==> src/rtl/adc_rd_pkg.sv <==
package adc_rd_pkg;

   typedef enum logic [2:0] {
      ST_IDLE,
      ST_PULSE,
      ST_WFALL,
      ST_WRISE,
      ST_SETTLE
   } rd_state_e;

   function automatic int max4(input int a, input int b, input int c, input int d);
      int m;
      m = a;
      if (b > m) m = b;
      if (c > m) m = c;
      if (d > m) m = d;
      return m;
   endfunction

endpackage

==> src/rtl/adc_rd_sync.sv <==
module adc_rd_sync #(
   parameter int STAGES  = 2,
   parameter bit RST_VAL = 1'b1
) (
   input  logic clk,
   input  logic rst_n,
   input  logic async_i,
   output logic sync_o,
   output logic rise_o
);
   logic [STAGES-1:0] chain_q;
   logic              last_q;

   always_ff @(posedge clk or negedge rst_n) begin
      if (!rst_n) chain_q[0] <= RST_VAL;
      else        chain_q[0] <= async_i;
   end

   generate
      for (genvar s = 1; s < STAGES; s++) begin : g_stage
         always_ff @(posedge clk or negedge rst_n) begin
            if (!rst_n) chain_q[s] <= RST_VAL;
            else        chain_q[s] <= chain_q[s-1];
         end
      end
   endgenerate

   always_ff @(posedge clk or negedge rst_n) begin
      if (!rst_n) last_q <= RST_VAL;
      else        last_q <= chain_q[STAGES-1];
   end

   assign sync_o = chain_q[STAGES-1];
   assign rise_o = chain_q[STAGES-1] & ~last_q;
endmodule

==> src/rtl/adc_rd_timer.sv <==
module adc_rd_timer #(
   parameter int W = 8
) (
   input  logic         clk,
   input  logic         rst_n,
   input  logic         load_i,
   input  logic [W-1:0] load_val_i,
   output logic         zero_o
);
   logic [W-1:0] cnt_q;

   always_ff @(posedge clk or negedge rst_n) begin
      if (!rst_n)               cnt_q <= '0;
      else if (load_i)          cnt_q <= load_val_i;
      else if (cnt_q != '0)     cnt_q <= cnt_q - 1'b1;
   end

   assign zero_o = (cnt_q == '0);
endmodule

==> src/rtl/adc_byte_reader.sv <==
module adc_byte_reader
   import adc_rd_pkg::*;
#(
   parameter int BUS_W            = 8,
   parameter int SAMPLE_W         = 16,
   parameter int START_LOW_CYC    = 3,
   parameter int START_MIN_CYC    = 2,
   parameter int START_MAX_CYC    = 250,
   parameter int SPACING_CYC      = 250,
   parameter int SETTLE_CYC       = 2,
   parameter int FALL_TIMEOUT_CYC = 50,
   parameter int LOW_LIMIT_CYC    = 1000,
   parameter int SYNC_STAGES      = 2,
   parameter bit MSB_FIRST        = 1'b1
) (
   input  logic                       clk,
   input  logic                       rst_n,
   input  logic                       start_req_i,
   output logic                       ready_o,
   output logic signed [SAMPLE_W-1:0] sample_o,
   output logic                       sample_valid_o,
   output logic                       error_o,
   output logic                       adc_rc_n_o,
   input  logic                       adc_busy_n_i,
   output logic                       adc_byte_sel_o,
   input  logic [BUS_W-1:0]           adc_data_i
);
   localparam int   TMR_MAX   = max4(START_LOW_CYC, SETTLE_CYC, FALL_TIMEOUT_CYC, LOW_LIMIT_CYC);
   localparam int   TMR_W     = $clog2(TMR_MAX + 1);
   localparam int   SPC_W     = $clog2(SPACING_CYC + 1);
   localparam logic FIRST_SEL = MSB_FIRST ? 1'b0 : 1'b1;

   generate
      if (SAMPLE_W != 2 * BUS_W) begin : g_bad_width
         $error("SAMPLE_W must be twice BUS_W");
      end
      if (START_LOW_CYC < START_MIN_CYC || START_LOW_CYC > START_MAX_CYC) begin : g_bad_pulse
         $error("START_LOW_CYC outside the allowed pulse window");
      end
      if (SETTLE_CYC < 2) begin : g_bad_settle
         $error("SETTLE_CYC must be at least 2");
      end
      if (SYNC_STAGES < 2) begin : g_bad_sync
         $error("SYNC_STAGES must be at least 2");
      end
      if (SPACING_CYC < 1 || FALL_TIMEOUT_CYC < 1 || LOW_LIMIT_CYC < 1) begin : g_bad_limits
         $error("spacing and timeout limits must be positive");
      end
   endgenerate

   rd_state_e          st_q, st_d;
   logic               busy_s, busy_rise;
   logic               ph_ld, ph_zero;
   logic [TMR_W-1:0]   ph_val;
   logic               gap_ok;
   logic               launch, cap_first, cap_second, err_d;
   logic               pending_q;
   logic               sel_q;
   logic [BUS_W-1:0]   first_q;
   logic [SAMPLE_W-1:0] joined;
   logic signed [SAMPLE_W-1:0] sample_q;
   logic               valid_q, err_q;

   adc_rd_sync #(.STAGES(SYNC_STAGES), .RST_VAL(1'b1)) u_busy_sync (
      .clk     (clk),
      .rst_n   (rst_n),
      .async_i (adc_busy_n_i),
      .sync_o  (busy_s),
      .rise_o  (busy_rise)
   );

   adc_rd_timer #(.W(TMR_W)) u_phase_tmr (
      .clk        (clk),
      .rst_n      (rst_n),
      .load_i     (ph_ld),
      .load_val_i (ph_val),
      .zero_o     (ph_zero)
   );

   adc_rd_timer #(.W(SPC_W)) u_gap_tmr (
      .clk        (clk),
      .rst_n      (rst_n),
      .load_i     (launch),
      .load_val_i (SPC_W'(SPACING_CYC - 1)),
      .zero_o     (gap_ok)
   );

   always_comb begin
      st_d       = st_q;
      ph_ld      = 1'b0;
      ph_val     = '0;
      launch     = 1'b0;
      cap_first  = 1'b0;
      cap_second = 1'b0;
      err_d      = 1'b0;
      case (st_q)
         ST_IDLE: begin
            if (pending_q && gap_ok && busy_s) begin
               st_d   = ST_PULSE;
               ph_ld  = 1'b1;
               ph_val = TMR_W'(START_LOW_CYC - 1);
               launch = 1'b1;
            end
         end
         ST_PULSE: begin
            if (ph_zero) begin
               st_d   = ST_WFALL;
               ph_ld  = 1'b1;
               ph_val = TMR_W'(FALL_TIMEOUT_CYC - 1);
            end
         end
         ST_WFALL: begin
            if (!busy_s) begin
               st_d   = ST_WRISE;
               ph_ld  = 1'b1;
               ph_val = TMR_W'(LOW_LIMIT_CYC - 1);
            end else if (ph_zero) begin
               st_d  = ST_IDLE;
               err_d = 1'b1;
            end
         end
         ST_WRISE: begin
            if (busy_rise) begin
               st_d      = ST_SETTLE;
               cap_first = 1'b1;
               ph_ld     = 1'b1;
               ph_val    = TMR_W'(SETTLE_CYC - 1);
            end else if (ph_zero) begin
               st_d  = ST_IDLE;
               err_d = 1'b1;
            end
         end
         ST_SETTLE: begin
            if (ph_zero) begin
               st_d       = ST_IDLE;
               cap_second = 1'b1;
            end
         end
         default: st_d = ST_IDLE;
      endcase
   end

   generate
      if (MSB_FIRST) begin : g_msb_first
         assign joined = {first_q, adc_data_i};
      end else begin : g_lsb_first
         assign joined = {adc_data_i, first_q};
      end
   endgenerate

   always_ff @(posedge clk or negedge rst_n) begin
      if (!rst_n) begin
         st_q      <= ST_IDLE;
         pending_q <= 1'b0;
         sel_q     <= FIRST_SEL;
         first_q   <= '0;
         sample_q  <= '0;
         valid_q   <= 1'b0;
         err_q     <= 1'b0;
      end else begin
         st_q      <= st_d;
         pending_q <= launch ? start_req_i : (pending_q | start_req_i);
         valid_q   <= cap_second;
         err_q     <= err_d;
         if (cap_first) begin
            first_q <= adc_data_i;
            sel_q   <= ~FIRST_SEL;
         end else if (cap_second || err_d) begin
            sel_q   <= FIRST_SEL;
         end
         if (cap_second) sample_q <= $signed(joined);
      end
   end

   assign adc_rc_n_o     = (st_q != ST_PULSE);
   assign adc_byte_sel_o = sel_q;
   assign sample_o       = sample_q;
   assign sample_valid_o = valid_q;
   assign error_o        = err_q;
   assign ready_o        = (st_q == ST_IDLE) && gap_ok && !pending_q;
endmodule

==> config.mk <==
export PLATFORM = sky130hd
export DESIGN_NAME = adc_byte_reader
export DESIGN_NICKNAME = d
export VERILOG_FILES = /design/src/rtl/adc_rd_pkg.sv /design/src/rtl/adc_rd_sync.sv /design/src/rtl/adc_rd_timer.sv /design/src/rtl/adc_byte_reader.sv
export SDC_FILE = /design/constraint.sdc
export NUM_CORES = 1
export LEC_CHECK = 0
export CORE_MARGIN = 2
export CORE_UTILIZATION = 55
export DETAILED_ROUTE_END_ITERATION = 10
export HOLD_SLACK_MARGIN = 0.06
export PLACE_DENSITY = 0.91
export SYNTH_ARGS = -nofsm -noshare
export SYNTH_HDL_FRONTEND = slang
export SYNTH_HIERARCHICAL = 1
export SYNTH_SLANG_ARGS = --single-unit
export TNS_END_PERCENT = 50
==> constraint.sdc <==
create_clock -name clk -period 3.3 [get_ports clk]
set_clock_uncertainty 0.15 [all_clocks]
set_input_delay 0.33 -clock clk [delete_from_list [all_inputs] [get_ports clk]]
set_output_delay 0.33 -clock clk [all_outputs]
set_load 0.01 [all_outputs]
==> flow_summary.toml, run 1 <==
[global_routing]
grt-ovfl-total = 0
antenna_found_initial = 0
grt_max_degree = 37
grt_usage_pct = 19.7
grt_pass1_vias = 1713
grt_pass1_wl_mm = 7.86

[power]
leakage_nw = 1.35
power_density_nw_per_um2 = 655
power.share.switching_pct = 34.4
combinationalPowerShare_pct = 30.7
pwr-share-clk_pct = 22.0
intPower_mw = 1.30
ir_drop_v = 0.000474
p_seq_share_pct = 47.4
power_switching_mw = 0.680

[synth]
yosysTopAreaCell = "dfrtp_1"
synth_cell_types = 53
synthesis.instances = 226
syn_area_per_cell_sq_um = 11.2
async_flop_share_pct = 100
yosysMostFrequentCell = "dfrtp_1"
synth_edf_count = 0
synth_top_area_share_pct = 48.4
netlist_area_sq_um = 2530
synth.top_cells.by_count = "49 x dfrtp_1, 18 x nor2_1, 17 x mux2_2, 17 x nand2_1, 13 x inv_1"
netlist_top_cells_area = "dfrtp_1 48%, mux2_2 7.6%, mux2_4 4.7%"
synthFlopType = "dfrtp_1"
yosysWarnings = 6
seq_area_frac_synth_pct = 51.5
ys_seq_elements = 52

[route]
drc_errors = 0
wl_mm = 4.56
routedWlPerCell_um = 14.3
ant_nets = 0
via_count = 1736
initialDrtViolationCount = 96
first_pass_iters = 4
vias_per_cell = 5.44

[timing]
period_share_pct = 95.2
hold_ws_ns = 0.213
tightest_slew_ns = 0.795
fmax_mhz = 318
slew-limit-headroom_pct = 47.0
setup-violations-final = 0
drv_slew = 0
hold_viol_final = 0
layout_min_cycle_time_ns = 3.14

[clock_tree]
cts_tree = "built"
htreeDepth = 2
cts.clk_slew.worst_paths_ns = 0.09
cts.sinks = 52
cts_inserted_buffers = 5
clk_latency_ns = 0.31
cts_buffer_depth = 2
root_buffer = "clkbuf_8"

[worst_setup_path]
r2r_slack_ns = 0.47
worstSetupPathType = "register to output port"
rr_startpoint = "u_phase_tmr/cnt_q[3]$_DFFE_PN0P_"
cp.required_ns = 2.82
r2r_end = "u_phase_tmr/cnt_q[1]$_DFFE_PN0P_"
reg2reg_depth = 8
cp_max_fo = 7
cp-end-kind = "output port"
startpoint = "u_gap_tmr/cnt_q[0]$_DFFE_PN0P_"
critPathLaunchType = "register"
arrival_ns = 2.66

[placed_design]
place_inst = 310
place_hpwl_mm = 3.33
numPortBuffers = 32
gp_congestion = 0.911

[floorplan]
start_util_pct = 57.8
dieArea_sq_um = 5170
pin_count = 33
die_w_um = 71.9
die_y_um = 71.9
rows = 24
coreArea_sq_um = 4380

[worst_hold_path]
min_path_type = "register to register"
hold_end = "u_busy_sync/sync_o$_DFF_PN1_"
worstHoldStart = "u_busy_sync/chain_q[0]$_DFF_PN1_"
hold_path_depth = 0

[finish]
multi_input_area_sq_um = 1150
drive_gt1_share_pct = 17.6
area_delta_synth_final_pct = 19.1
utilization_pct = 68.8
seq_area_sq_um = 1310
n_fill_cell = 340
nNetsFinal = 280
finalNonFillerCells = 319
diodes = 0

[flow_run]
maxCapViolCount = 0

[outcome]
outcome = "completed"
registers in the layout, indices dropped and copies added, names as in the netlist:
signal               cells
sample_valid_o           1
pending_q                1
u_phase_tmr/cnt_q       10
adc_byte_sel_o           1
u_gap_tmr/cnt_q          8
error_o                  1
st_q                     3
u_busy_sync/chain_q      1
first_q                  8
sample_o                16
u_busy_sync/sync_o       1
u_busy_sync/last_q       1
critical path, cell delays in order, from the launching register on:
cell	delay [ns]
dfrtp_1	0.42
inv_1	0.09
ha_1	0.23
or3b_4	0.44
nor2_2	0.18
nor4b_2	0.24
nor2b_1	0.19
clkdlybuf4s50_1	0.55
worst max path at each step:
| stage | endpoint | depth (start not counted) |
|---|---|---|
| 3_5_place_dp | u_gap_tmr/cnt_q[5]$_DFFE_PN0P_ | 9 |
| 3_3_place_gp | ready_o | 7 |
| 4_1_cts | ready_o | 7 |
| 6_report | ready_o | 7 |
| 2_1_floorplan | u_phase_tmr/cnt_q[5]$_DFFE_PN0P_ | 13 |
| 5_1_grt | ready_o | 7 |
power by group through the flow:
stage               combinational (mW)  sequential, mW  clock, mW
floorplan                        0.487           0.900          0
global placement                 0.574           0.938          0
detailed placement               0.598           0.944          0
CTS                              0.603           0.932      0.447
global route                     0.693           0.962      0.475
finish                           0.606           0.936      0.434
per-layer routing:
layer  wire length [um]  vias to the layer above  part of all wire (%)  track usage [%]
met5                  0                        -                     0                0
met4                 68                        0                   1.5             7.13
met3                137                        7                   3.0             4.78
met2               2340                       27                    51             32.7
met1               2010                      840                    44             25.3
li1                   -                      862                     -                -
cells in the final DEF, fill, tap and decap left out, types with 3 or more instances in the layout:
cell type        count
nor2b_1              4
xnor2_1              3
mux2_2              17
nor3_1               6
xor2_1               3
a21oi_1             11
a211oi_1             3
nor2_1              17
o31ai_1              6
clkbuf_8             5
nor4_1               3
nand3_1              5
clkdlybuf4s50_1     31
o21ai_0              7
mux2i_1              4
nand2b_1             4
dfrtp_1             49
mux2_4               8
conb_1               9
nand2_1             17
dfstp_2              3
inv_1               13
per-stage QoR:
| stage | total power, mW | area [sq um] | setup WS, ns | TNS (ns) |
|---|---|---|---|---|
| after floorplan | 1.39 | 2560 | 0.515 | 0 |
| after global placement | 1.51 | 2890 | 0.454 | 0 |
| after detailed placement | 1.54 | 2890 | 0.385 | 0 |
| after CTS | 1.98 | 3010 | 0.0247 | 0 |
| after global routing | 2.13 | 3020 | -0.0227 | -0.0227 |
| final | 1.98 | 3020 | 0.158 | 0 |
timing repair:
action / in CTS / in global routing
setup endpoints to repair: 0 / 1
hold buffers: 1 / 0
resized for setup: 0 / 2
hold endpoints to repair: 35 / 0
setup buffers: 0 / 0
kinds of logic (layout without fill, tap and decap cells):
| kind of cell | after synthesis | in the layout | synth area share, % |
|---|---|---|---|
| fa+ha+maj | 2 | 2 | 0.987 |
| simple gates | 74 | 74 | 16.7 |
| xor+xnor | 6 | 6 | 2.07 |
| compound gates | 39 | 39 | 10.0 |
| mux | 29 | 29 | 13.9 |
| flops | 52 | 52 | 51.5 |
| other cells | 2 | 9 | 0.296 |
| buf+inv | 22 | 56 | 4.49 |
cell type report:
cell class / instances / share of cell area [%]
Timing Repair Buffer: 35 / 11.3
Clock buffer: 6 / 2.41
Tap cell: 52 / 2.16
Clock inverter: 2 / 1.29
Inverter: 13 / 1.62
Multi-Input combinational cell: 159 / 38.0
Sequential cell: 52 / 43.3
(Power assumes the default switching activity.)
==> run 2: changes to the inputs <==
--- a/config.mk
+++ b/config.mk
@@ -5,7 +5,7 @@
 export SDC_FILE = /design/constraint.sdc
 export NUM_CORES = 1
 export LEC_CHECK = 0
-export CORE_MARGIN = 2
+export CORE_MARGIN = 3
 export CORE_UTILIZATION = 55
 export DETAILED_ROUTE_END_ITERATION = 10
 export HOLD_SLACK_MARGIN = 0.06
==> constraint.sdc (replaced) <==
create_clock -name clk -period 3.3 [get_ports clk]
set_clock_uncertainty 0.15 [all_clocks]
set_input_delay 0.495 -clock clk [delete_from_list [all_inputs] [get_ports clk]]
set_output_delay 0.495 -clock clk [all_outputs]
set_load 0.01 [all_outputs]
==> flow_summary.toml, run 2 (synthesis gave the netlist of run 1 again) <==
[outcome]
outcome = "completed"

[global_routing]
grt_pass1_wl_mm = 7.76
antenna_found_initial = 0
grt-ovfl-total = 0
grt_pass1_vias = 1678
grt_usage_pct = 18.7
grt_max_degree = 34

[route]
wl_mm = 4.65
initialDrtViolationCount = 99
routedWlPerCell_um = 14.5
ant_nets = 0
via_count = 1762
vias_per_cell = 5.51
first_pass_iters = 4
drc_errors = 0

[timing]
rsz0062_at_grt = "false"
tightest_slew_ns = 0.725
hold_viol_final = 0
layout_min_cycle_time_ns = 2.82
setup_tns_ns = 0
setup-violations-final = 0
drv_slew = 0
fmax_mhz = 354
slew-limit-headroom_pct = 51.7
period_share_pct = 85.5

[worst_setup_path]
cp-end-kind = "output port"
crit_slowest_cell = "or3b_4"
cp_num_buf_inv = 2
arrival_ns = 2.18
worstSetupPathType = "register to output port"
critPathLaunchType = "register"
cp.required_ns = 2.65
crit_family = "simple AND/OR/NAND/NOR gates"
slowest_delay_ns = 0.44
crit_chain = "inv_1 -> ha_1 -> or3b_4 -> nor2_2 -> nor4b_4 -> nor2b_1 -> dlymetal6s2s_1"
cp_max_fo = 7

[power]
power_density_nw_per_um2 = 637
leakage_nw = 1.37
ir_drop_v = 0.000381
finalPower_mw = 1.92

[finish]
layout_common_cells = "49 x dfrtp_1, 30 x clkdlybuf4s50_1, 17 x nand2_1, 17 x mux2_2, 17 x nor2_1"
seq_area_sq_um = 1310
multi_input_area_sq_um = 1150
nNetsFinal = 281
final_common_cell = "dfrtp_1"
largest_register_ffs = 16
drive_gt1_share_pct = 18.7
diodes = 0
n_fill_cell = 312
area_delta_synth_final_pct = 18.9

[clock_tree]
htreeDepth = 2
post_cts_buffers = 0
hold_buffers = 0
cts_inserted_buffers = 5
cts.clk_slew.worst_paths_ns = 0.10
cts_tree = "built"
cts_buffer_depth = 2
root_buffer = "clkbuf_8"
cts.sinks = 52
clk_latency_ns = 0.31

[floorplan]
start_util_pct = 57.4
die_y_um = 73.9
coreArea_sq_um = 4410
dieArea_sq_um = 5460
rows = 24
pin_count = 33
die_w_um = 73.9

[placed_design]
gp_congestion = 0.797
place_hpwl_mm = 3.38
numPortBuffers = 32

[flow_run]
maxCapViolCount = 0

[worst_hold_path]
min_path_type = "primary input to asynchronous set/reset pin"
-- run 2: cell count changes in the layout (fill, tap and decap cells not counted), sizes merged --
cell and delta:
buf +2, clkdlybuf4s50 -1, dlymetal6s2s +1, clkinvlp +1, dlygate4sd3 -1, clkinv +1
clkbuf -1, bufinv -1
-- run 2: worst paths after layout --
path / from / to / slack, ns / cells after the start
setup / recovery: u_gap_tmr/cnt_q[0]$_DFFE_PN0P_ / ready_o / 0.48 / 7
hold / removal: rst_n / sample_o[5]$_DFFE_PN0P_ / 0.08 / 1
setup reg to reg: u_phase_tmr/cnt_q[0]$_DFFE_PN0P_ / u_phase_tmr/cnt_q[1]$_DFFE_PN0P_ / 0.52 / 10
hold reg to reg: u_busy_sync/chain_q[0]$_DFF_PN1_ / u_busy_sync/sync_o$_DFF_PN1_ / 0.21 / 0
max in group asynchronous: rst_n / u_busy_sync/last_q$_DFF_PN1_ / 2.13 / 2
min in group clk: u_busy_sync/chain_q[0]$_DFF_PN1_ / u_busy_sync/sync_o$_DFF_PN1_ / 0.21 / 0
-- run 2: report_power, final --
| group | internal [mW] | total [mW] | switching (mW) | leakage [nW] |
|---|---|---|---|---|
| sequential | 0.770 | 0.939 | 0.169 | 0.658 |
| combinational | 0.300 | 0.614 | 0.313 | 0.664 |
| clock | 0.151 | 0.367 | 0.216 | 0.0445 |
| total | 1.22 | 1.92 | 0.698 | 1.37 |
-- run 2: area by class of cell --
type / count / area share (%)
well taps: 52 / 2.16
inverters: 13 / 1.62
flip-flops and latches: 52 / 43.3
clock inverters: 3 / 0.706
clock buffers: 5 / 2.29
repair buffers: 36 / 11.5
multi-input cells: 159 / 38.3
-- run 2: metrics by stage --
step | instances | hold WS [ns] | instance area (sq um) | utilization [%] | worst slack (ns)
after floorplan | 233 | 0.0494 | 2560 | - | 0.515
after global placement | 312 | 0.196 | 2910 | 65.8 | 0.439
after detailed placement | 312 | 0.197 | 2910 | 65.8 | 0.343
after CTS | 320 | 0.101 | 3000 | 67.9 | 0.0200
after global routing | 320 | 0.127 | 3010 | 68.2 | 0.278
final | 320 | 0.0827 | 3010 | 68.2 | 0.479
-- run 2: what timing repair did --
action	4_1_cts	5_1_grt
endpoints found under the setup margin	1	1
endpoints found under the hold margin	0	0
gates resized for setup	1	3
-- run 2: per-layer routing --
| metal | routed length [um] | GRT usage, % | vias to the layer above |
|---|---|---|---|
| met1 | 2140 | 25.4 | 858 |
| met4 | 57 | 6.64 | 0 |
| met3 | 111 | 3.83 | 4 |
| met5 | 0 | 0 | - |
| li1 | - | - | 877 |
| met2 | 2340 | 29.8 | 23 |
